[config.mk]
export PLATFORM = sky130hd
export DESIGN_NAME = rx_status_trailer
export DESIGN_NICKNAME = d
export VERILOG_FILES = /design/src/rtl/rxst_pkg.sv /design/src/rtl/rxst_frame_acc.sv /design/src/rtl/rxst_stats.sv /design/src/rtl/rxst_classify.sv /design/src/rtl/rx_status_trailer.sv
export SDC_FILE = /design/constraint.sdc
export NUM_CORES = 1
export LEC_CHECK = 0
export ABC_AREA = 1
export BUFFER_PORTS_ARGS = -buffer_cell sky130_fd_sc_hd__buf_2
export CAP_MARGIN = 20
export CORE_MARGIN = 2
export CORE_UTILIZATION = 60
export CTS_BUF_LIST = sky130_fd_sc_hd__clkbuf_2
export CTS_CLUSTER_SIZE = 40
export DETAILED_ROUTE_END_ITERATION = 12
export GPL_ROUTABILITY_DRIVEN = 0
export GPL_TIMING_DRIVEN = 1
export PLACE_DENSITY = 0.81
export RECOVER_POWER = 50
export SLEW_MARGIN = 20
export SYNTH_ARGS = -nofsm -noshare
export SYNTH_HDL_FRONTEND = slang
export SYNTH_SLANG_ARGS = --single-unit
[constraint.sdc]
create_clock -name clk -period 2 [get_ports clk]
set_input_delay 0.4 -clock clk [delete_from_list [all_inputs] [get_ports clk]]
set_output_delay 0.4 -clock clk [all_outputs]
set_load 0.05 [all_outputs]
[src/rtl/rxst_pkg.sv]
`timescale 1ns/1ps
package rxst_pkg;
  localparam int BYTE_W  = 8;
  localparam int CNT_W   = 12;
  localparam int STAT_W  = 8;
  localparam int TRL_LEN = 4;
  localparam int IDX_W   = $clog2(TRL_LEN);

  // flag vector positions, highest first, as they land in status bits 7:4
  localparam int F_OFLO = 3;
  localparam int F_CLSN = 2;
  localparam int F_FRAM = 1;
  localparam int F_FCS  = 0;

  typedef logic [CNT_W-1:0]  cnt_t;
  typedef logic [3:0]        flags_t;
  typedef logic [STAT_W-1:0] stat_t;
  typedef enum logic { ST_DATA, ST_TRAIL } rxst_state_e;

  function automatic cnt_t sat_inc(cnt_t c);
    return (c == '1) ? c : c + cnt_t'(1);
  endfunction

  function automatic logic [BYTE_W-1:0] status_byte(flags_t f, cnt_t c);
    return {f, c[CNT_W-1:CNT_W-4]};
  endfunction

  function automatic cnt_t strip_fcs(cnt_t c, int fcs_len);
    return (c >= cnt_t'(fcs_len)) ? c - cnt_t'(fcs_len) : '0;
  endfunction

  function automatic logic size_ok(cnt_t len, int lo, int hi);
    return (int'(len) > lo) && (int'(len) <= hi);
  endfunction

  function automatic logic is_fatal(flags_t f);
    return f[F_OFLO] | f[F_FRAM] | f[F_FCS];
  endfunction
endpackage

[src/rtl/rxst_frame_acc.sv]
`timescale 1ns/1ps
module rxst_frame_acc
  import rxst_pkg::*;
(
  input  logic   clk,
  input  logic   rst_n,
  input  logic   byte_acc,
  input  logic   sof,
  input  flags_t stb,
  output cnt_t   cnt_nx,
  output flags_t flags_nx
);
  cnt_t   cnt_q;
  flags_t flags_q;
  logic   cnt_full;

  assign cnt_full = (cnt_q == '1);

  always_comb begin
    if (sof) begin
      cnt_nx   = cnt_t'(1);
      flags_nx = stb;
    end else begin
      cnt_nx   = sat_inc(cnt_q);
      flags_nx = flags_q | stb;
      if (cnt_full) flags_nx[F_OFLO] = 1'b1;
    end
  end

  always_ff @(posedge clk) begin
    if (!rst_n) begin
      cnt_q   <= '0;
      flags_q <= '0;
    end else if (byte_acc) begin
      cnt_q   <= cnt_nx;
      flags_q <= flags_nx;
    end
  end

  assert_count_sat_R8: assert property (@(posedge clk) disable iff (!rst_n)
    (byte_acc && !sof && cnt_full) |=> (cnt_q == '1) && flags_q[F_OFLO]);

  assert_sof_restart_R3: assert property (@(posedge clk) disable iff (!rst_n)
    (byte_acc && sof) |=> (cnt_q == cnt_t'(1)));
endmodule

[src/rtl/rxst_stats.sv]
`timescale 1ns/1ps
module rxst_stats
  import rxst_pkg::*;
(
  input  logic  clk,
  input  logic  rst_n,
  input  logic  runt_evt,
  input  logic  frame_end,
  input  logic  clsn,
  output stat_t runt_q,
  output stat_t coll_nx
);
  stat_t coll_q;

  assign coll_nx = coll_q + stat_t'(frame_end & clsn);

  always_ff @(posedge clk) begin
    if (!rst_n) begin
      runt_q <= '0;
      coll_q <= '0;
    end else begin
      if (runt_evt)  runt_q <= runt_q + stat_t'(1);
      if (frame_end) coll_q <= coll_nx;
    end
  end

  assert_runt_hold_R7: assert property (@(posedge clk) disable iff (!rst_n)
    !runt_evt |=> $stable(runt_q));

  assert_coll_hold_R5: assert property (@(posedge clk) disable iff (!rst_n)
    !frame_end |=> $stable(coll_q));
endmodule

[src/rtl/rxst_classify.sv]
`timescale 1ns/1ps
module rxst_classify
  import rxst_pkg::*;
#(
  parameter int FCS_LEN = 4,
  parameter int MIN_LEN = 14,
  parameter int MAX_LEN = 1514
) (
  input  cnt_t              cnt,
  input  flags_t            flags,
  output cnt_t              len,
  output logic              accept,
  output logic              ierr,
  output logic [BYTE_W-1:0] sts
);
  always_comb begin
    len    = strip_fcs(cnt, FCS_LEN);
    ierr   = is_fatal(flags);
    accept = !ierr && size_ok(len, MIN_LEN, MAX_LEN);
    sts    = status_byte(flags, cnt);
  end
endmodule

[src/rtl/rx_status_trailer.sv]
`timescale 1ns/1ps
module rx_status_trailer
  import rxst_pkg::*;
#(
  parameter int FCS_LEN = 4,
  parameter int MIN_LEN = 14,
  parameter int MAX_LEN = 1514
) (
  input  logic        clk,
  input  logic        rst_n,
  input  logic        in_valid,
  output logic        in_ready,
  input  logic [7:0]  in_data,
  input  logic        in_sof,
  input  logic        in_eof,
  input  logic        in_oflo,
  input  logic        in_clsn,
  input  logic        in_fram,
  input  logic        in_fcs,
  input  logic        runt_evt,
  output logic        out_valid,
  input  logic        out_ready,
  output logic [7:0]  out_data,
  output logic        out_last,
  output logic        done,
  output logic        done_accept,
  output logic        done_ierr,
  output logic [11:0] done_len
);
  localparam logic [IDX_W-1:0] LAST_IDX = IDX_W'(TRL_LEN - 1);

  rxst_state_e       st;
  logic [IDX_W-1:0]  trl_idx;
  cnt_t              snap_cnt;
  flags_t            snap_flags;
  stat_t             snap_runt, snap_coll;

  // named internal events
  logic slot_free, byte_acc, frame_end, trl_load, out_hs, last_hs;
  flags_t stb;
  cnt_t   acc_cnt_nx;
  flags_t acc_flags_nx;
  stat_t  runt_q, coll_nx;
  cnt_t   cls_len;
  logic   cls_accept, cls_ierr;
  logic [BYTE_W-1:0] cls_sts, trl_byte;

  assign stb = {in_oflo, in_clsn, in_fram, in_fcs};

  assign slot_free = !out_valid || out_ready;
  assign in_ready  = (st == ST_DATA) && slot_free;
  assign byte_acc  = in_valid && in_ready;
  assign frame_end = byte_acc && in_eof;
  assign trl_load  = (st == ST_TRAIL) && slot_free;
  assign out_hs    = out_valid && out_ready;
  assign last_hs   = out_hs && out_last;

  rxst_frame_acc u_acc (
    .clk      (clk),
    .rst_n    (rst_n),
    .byte_acc (byte_acc),
    .sof      (in_sof),
    .stb      (stb),
    .cnt_nx   (acc_cnt_nx),
    .flags_nx (acc_flags_nx)
  );

  rxst_stats u_stats (
    .clk       (clk),
    .rst_n     (rst_n),
    .runt_evt  (runt_evt),
    .frame_end (frame_end),
    .clsn      (acc_flags_nx[F_CLSN]),
    .runt_q    (runt_q),
    .coll_nx   (coll_nx)
  );

  rxst_classify #(
    .FCS_LEN (FCS_LEN),
    .MIN_LEN (MIN_LEN),
    .MAX_LEN (MAX_LEN)
  ) u_cls (
    .cnt    (snap_cnt),
    .flags  (snap_flags),
    .len    (cls_len),
    .accept (cls_accept),
    .ierr   (cls_ierr),
    .sts    (cls_sts)
  );

  // trailer byte order is the contract with the consumer
  always_comb begin
    case (trl_idx)
      IDX_W'(0): trl_byte = snap_cnt[7:0];
      IDX_W'(1): trl_byte = cls_sts;
      IDX_W'(2): trl_byte = snap_runt;
      default:   trl_byte = snap_coll;
    endcase
  end

  // control and snapshot
  always_ff @(posedge clk) begin
    if (!rst_n) begin
      st         <= ST_DATA;
      trl_idx    <= '0;
      snap_cnt   <= '0;
      snap_flags <= '0;
      snap_runt  <= '0;
      snap_coll  <= '0;
    end else if (frame_end) begin
      st         <= ST_TRAIL;
      trl_idx    <= '0;
      snap_cnt   <= acc_cnt_nx;
      snap_flags <= acc_flags_nx;
      snap_runt  <= runt_q;
      snap_coll  <= coll_nx;
    end else if (trl_load) begin
      trl_idx <= trl_idx + IDX_W'(1);
      if (trl_idx == LAST_IDX) st <= ST_DATA;
    end
  end

  // output register
  always_ff @(posedge clk) begin
    if (!rst_n) begin
      out_valid <= 1'b0;
      out_data  <= '0;
      out_last  <= 1'b0;
    end else if (byte_acc) begin
      out_valid <= 1'b1;
      out_data  <= in_data;
      out_last  <= 1'b0;
    end else if (trl_load) begin
      out_valid <= 1'b1;
      out_data  <= trl_byte;
      out_last  <= (trl_idx == LAST_IDX);
    end else if (out_hs) begin
      out_valid <= 1'b0;
      out_last  <= 1'b0;
    end
  end

  // completion report
  always_ff @(posedge clk) begin
    if (!rst_n) begin
      done        <= 1'b0;
      done_accept <= 1'b0;
      done_ierr   <= 1'b0;
      done_len    <= '0;
    end else begin
      done        <= last_hs;
      done_accept <= last_hs & cls_accept;
      done_ierr   <= last_hs & cls_ierr;
      if (last_hs) done_len <= cls_len;
    end
  end

  assert_out_hold_R9: assert property (@(posedge clk) disable iff (!rst_n)
    (out_valid && !out_ready) |=> out_valid && $stable(out_data) && $stable(out_last));

  assert_done_single_R10: assert property (@(posedge clk) disable iff (!rst_n)
    done |=> !done);

  assert_done_after_last_R10: assert property (@(posedge clk) disable iff (!rst_n)
    $rose(done) |-> $past(out_valid && out_ready && out_last));

  assert_trail_blocks_input_R1: assert property (@(posedge clk) disable iff (!rst_n)
    (st == ST_TRAIL) |-> !in_ready);

  assert_err_drops_R4: assert property (@(posedge clk) disable iff (!rst_n)
    (done && done_ierr) |-> !done_accept);

  assert_len_window_R6: assert property (@(posedge clk) disable iff (!rst_n)
    (done && done_accept) |-> (int'(done_len) > MIN_LEN) && (int'(done_len) <= MAX_LEN));
endmodule

==> impl_metrics.env <==
export IMPL_cts_sinks=84
export IMPL_path_buf_inv=2
export IMPL_drt_iter0_drc=320
export IMPL_grt_pass1_wl_mm=15.7
export IMPL_cp_top_family="simple AND/OR/NAND/NOR gates"
export IMPL_p_int_w=0.00212
export IMPL_worst_setup_path_start_kind="register"
export IMPL_dr_pass1_iters=6
export IMPL_period_share=0.956
export IMPL_syn_inst=550
export IMPL_grt_util_met3=0.0346
export IMPL_drive_gt1_frac=0.194
export IMPL_synth_edf_count=0
export IMPL_cts_buffers=9
export IMPL_hp_class="in -> reg"
export IMPL_clock_skew_ns=0.0313
export IMPL_clockBufferDepth=2
export IMPL_insertion_delay_ns=0.55
export IMPL_met2_usage=0.429
export IMPL_met1_usage=0.362
export IMPL_crit_chain="nand2_2, nand2_2, nor2_4, nand2_4, nor2_4, ha_4, nand2_2, nor3_2, inv_1, nor2_2, inv_2, nor3_4, nand2_1, nand2_1, nor2_1"
export IMPL_num_rows=29
export IMPL_drc=0
export IMPL_n_antenna_cell=0
export IMPL_synth_area_top_cells="dfxtp_1, nand2_1, nand3_1, o21ai_0, inv_1"
export IMPL_synth_seq_cells=84
export IMPL_vias=3839
export IMPL_seq_area_frac_synth=0.415
export IMPL_setup_viol=0
export IMPL_end_kind="register"
export IMPL_rsz0062_at_grt="true"
export IMPL_p_leak_nw=1.95
export IMPL_critPathMaxFanout=4
export IMPL_cts_tree="built"
export IMPL_hold_violations=0
export IMPL_cp_arrival_ns=2.39
export IMPL_grtUsageTotal=0.266
export IMPL_min_period_ns=1.91
export IMPL_die_h_um=86.2
export IMPL_fin_tns_setup_ns=0
export IMPL_core_area_mm2=0.00642
export IMPL_viasPerCell=5.65
export IMPL_slew_headroom=0.653
export IMPL_antenna_found_initial=0
export IMPL_clkPwrFrac=0.310
export IMPL_synth_distinct_cells=38
export IMPL_tightest_slew_ns=0.521
export IMPL_synth_area_mm2=0.00405
export IMPL_boundaryPins=45
export IMPL_hold_buffers=0
export IMPL_synth_nets=579
export IMPL_synth_top_area_frac=0.415
export IMPL_power_density_mw_per_mm2=672
export IMPL_grt_max_degree=23
export IMPL_finalPower_w=0.00303
export IMPL_post_synth_top_count_cell="nand2_1"
export IMPL_area_growth_pct=11.5
export IMPL_max_freq_ghz=0.523
export IMPL_start_util=0.631
export IMPL_cp_required_ns=2.48
export IMPL_slew_viol_final=0
export IMPL_wl_per_cell_um=14.0
export IMPL_outcome="completed"
export IMPL_die_area_mm2=0.00742
export IMPL_synth_warnings=0
export IMPL_htreeDepth=3
export IMPL_ant_nets=0
export IMPL_yosysTopAreaCell="dfxtp_1"
export IMPL_critical_path_max_stage_delay_ns=0.39
export IMPL_top_usage_layer="met2"
export IMPL_nets=627
export IMPL_drv_cap=0
export IMPL_routed_wl_mm=9.55
export IMPL_cpMaxStageDelayCell="dfxtp_2"
export IMPL_pwr_share_comb=0.111
export IMPL_first_global_vias=3466
export IMPL_critPathKind="reg -> reg"
export IMPL_die_width_um=86.2
export IMPL_num_fill_cells=547
export IMPL_async_reset_ff_frac=0
export IMPL_dp_hpwl_mm=7.17
export IMPL_power_switching_w=0.000911
export IMPL_portBuffers=44
export IMPL_power_frac_seq=0.578
export IMPL_ys_flop_type="dfxtp_1"
export IMPL_swShare=0.301
export IMPL_ctsRootBufferMaster="clkbuf_2"
export IMPL_cpMostUsedCell="nand2_2"
export IMPL_irDropWorstVdd_mv=0.498
export IMPL_synth_commonest_cells="nand2_1, dfxtp_1, inv_1, nand3_1, o21ai_0"
export IMPL_syn_avg_cell_area_um2=7.36
export IMPL_clk_pin_slew_worst_paths_ns=0.25
export IMPL_grt_overflow=0
export IMPL_final_util=0.703
==> worst reg2reg max path: cells and delay by family (launching register included) <==
kind	cells	cell delay, ns
fa+ha+maj	1	0.15
buf+inv	2	0.14
flops	1	0.39
simple gates	12	1.18
==> cell usage in the layout (no fill, tap or decap), types with 11 or more instances in the layout <==
master / Yosys / routed
o21ai_0: 40 / 39
o22ai_1: 12 / 12
inv_1: 53 / 51
inv_2: 9 / 11
nand2_1: 121 / 119
a21oi_1: 39 / 39
nand3_1: 42 / 42
dfxtp_1: 84 / 82
nor2_1: 36 / 34
buf_2: 3 / 44
==> cells by family after synthesis <==
family          share of synthesized area
compound gates                      0.179
xor+xnor                          0.00433
fa+ha+maj                          0.0309
buf+inv                            0.0850
flops                               0.415
simple gates                        0.285
==> flip-flops by register name (all words and copies together) (netlist names) <==
name / cells
u_acc.cnt_q: 12
out_last: 1
snap_runt: 8
done_accept: 1
u_stats.coll_q: 8
snap_flags: 4
u_acc.flags_q: 4
out_data: 8
done_ierr: 1
snap_cnt: 12
out_valid: 1
u_stats.runt_q: 8
trl_idx: 2
st: 1
done_len: 12
done: 1
==> metrics by stage <==
stage / std cells / hold WS [ns] / cell area, um^2 / setup WS (ns)
floorplan: 550 / 0.423 / 4050 / 0.0961
global placement: 663 / 0.438 / 4350 / 0.0435
detailed placement: 663 / 0.441 / 4350 / -0.102
CTS: 679 / 0.0410 / 4470 / 0.0673
global route: 680 / 0.0331 / 4510 / -0.0542
finish: 680 / 0.0704 / 4510 / 0.0884
==> per-layer routing <==
layer | routed length, um | vias to the layer above
met3 | 534 | 20
met5 | 0 | -
li1 | - | 1950
met2 | 4350 | 131
met4 | 204 | 0
met1 | 4460 | 1738
==> area by class of cell <==
type | instances | area (um^2) | share of cell area
multi-input cells | 383 | 2060 | 0.457
flip-flops and latches | 84 | 1680 | 0.373
repair buffers | 55 | 299 | 0.0662
inverters | 65 | 246 | 0.0546
well taps | 77 | 96.3 | 0.0213
clock inverters | 7 | 80.1 | 0.0177
clock buffers | 9 | 45.0 | 0.00998
==> final timing paths <==
path / startpoint / to / slack [ns] / cells after the start
min reg2reg: u_stats.runt_q[7] / u_stats.runt_q[7] / 0.48 / 1
min: in_data[4] / out_data[4] / 0.07 / 3
max reg2reg: out_valid / u_stats.coll_q[7] / 0.09 / 15
max: out_valid / u_stats.coll_q[7] / 0.09 / 15
==> power groups by stage <==
stage / sequential [W] / combinational [W] / clock, W
floorplan: 0.00184 / 0.000176 / 0
global placement: 0.00178 / 0.000326 / 0
detailed placement: 0.00178 / 0.000332 / 0
CTS: 0.00175 / 0.000333 / 0.000951
global route: 0.00176 / 0.000365 / 0.00101
finish: 0.00175 / 0.000337 / 0.000941
==> timing repair <==
item / CTS / global route
endpoints found under the setup margin: 0 / 4
buffers inserted: 0 / 1
resized for setup: 0 / 13
Note: power is estimated with default switching activity, not from simulation.
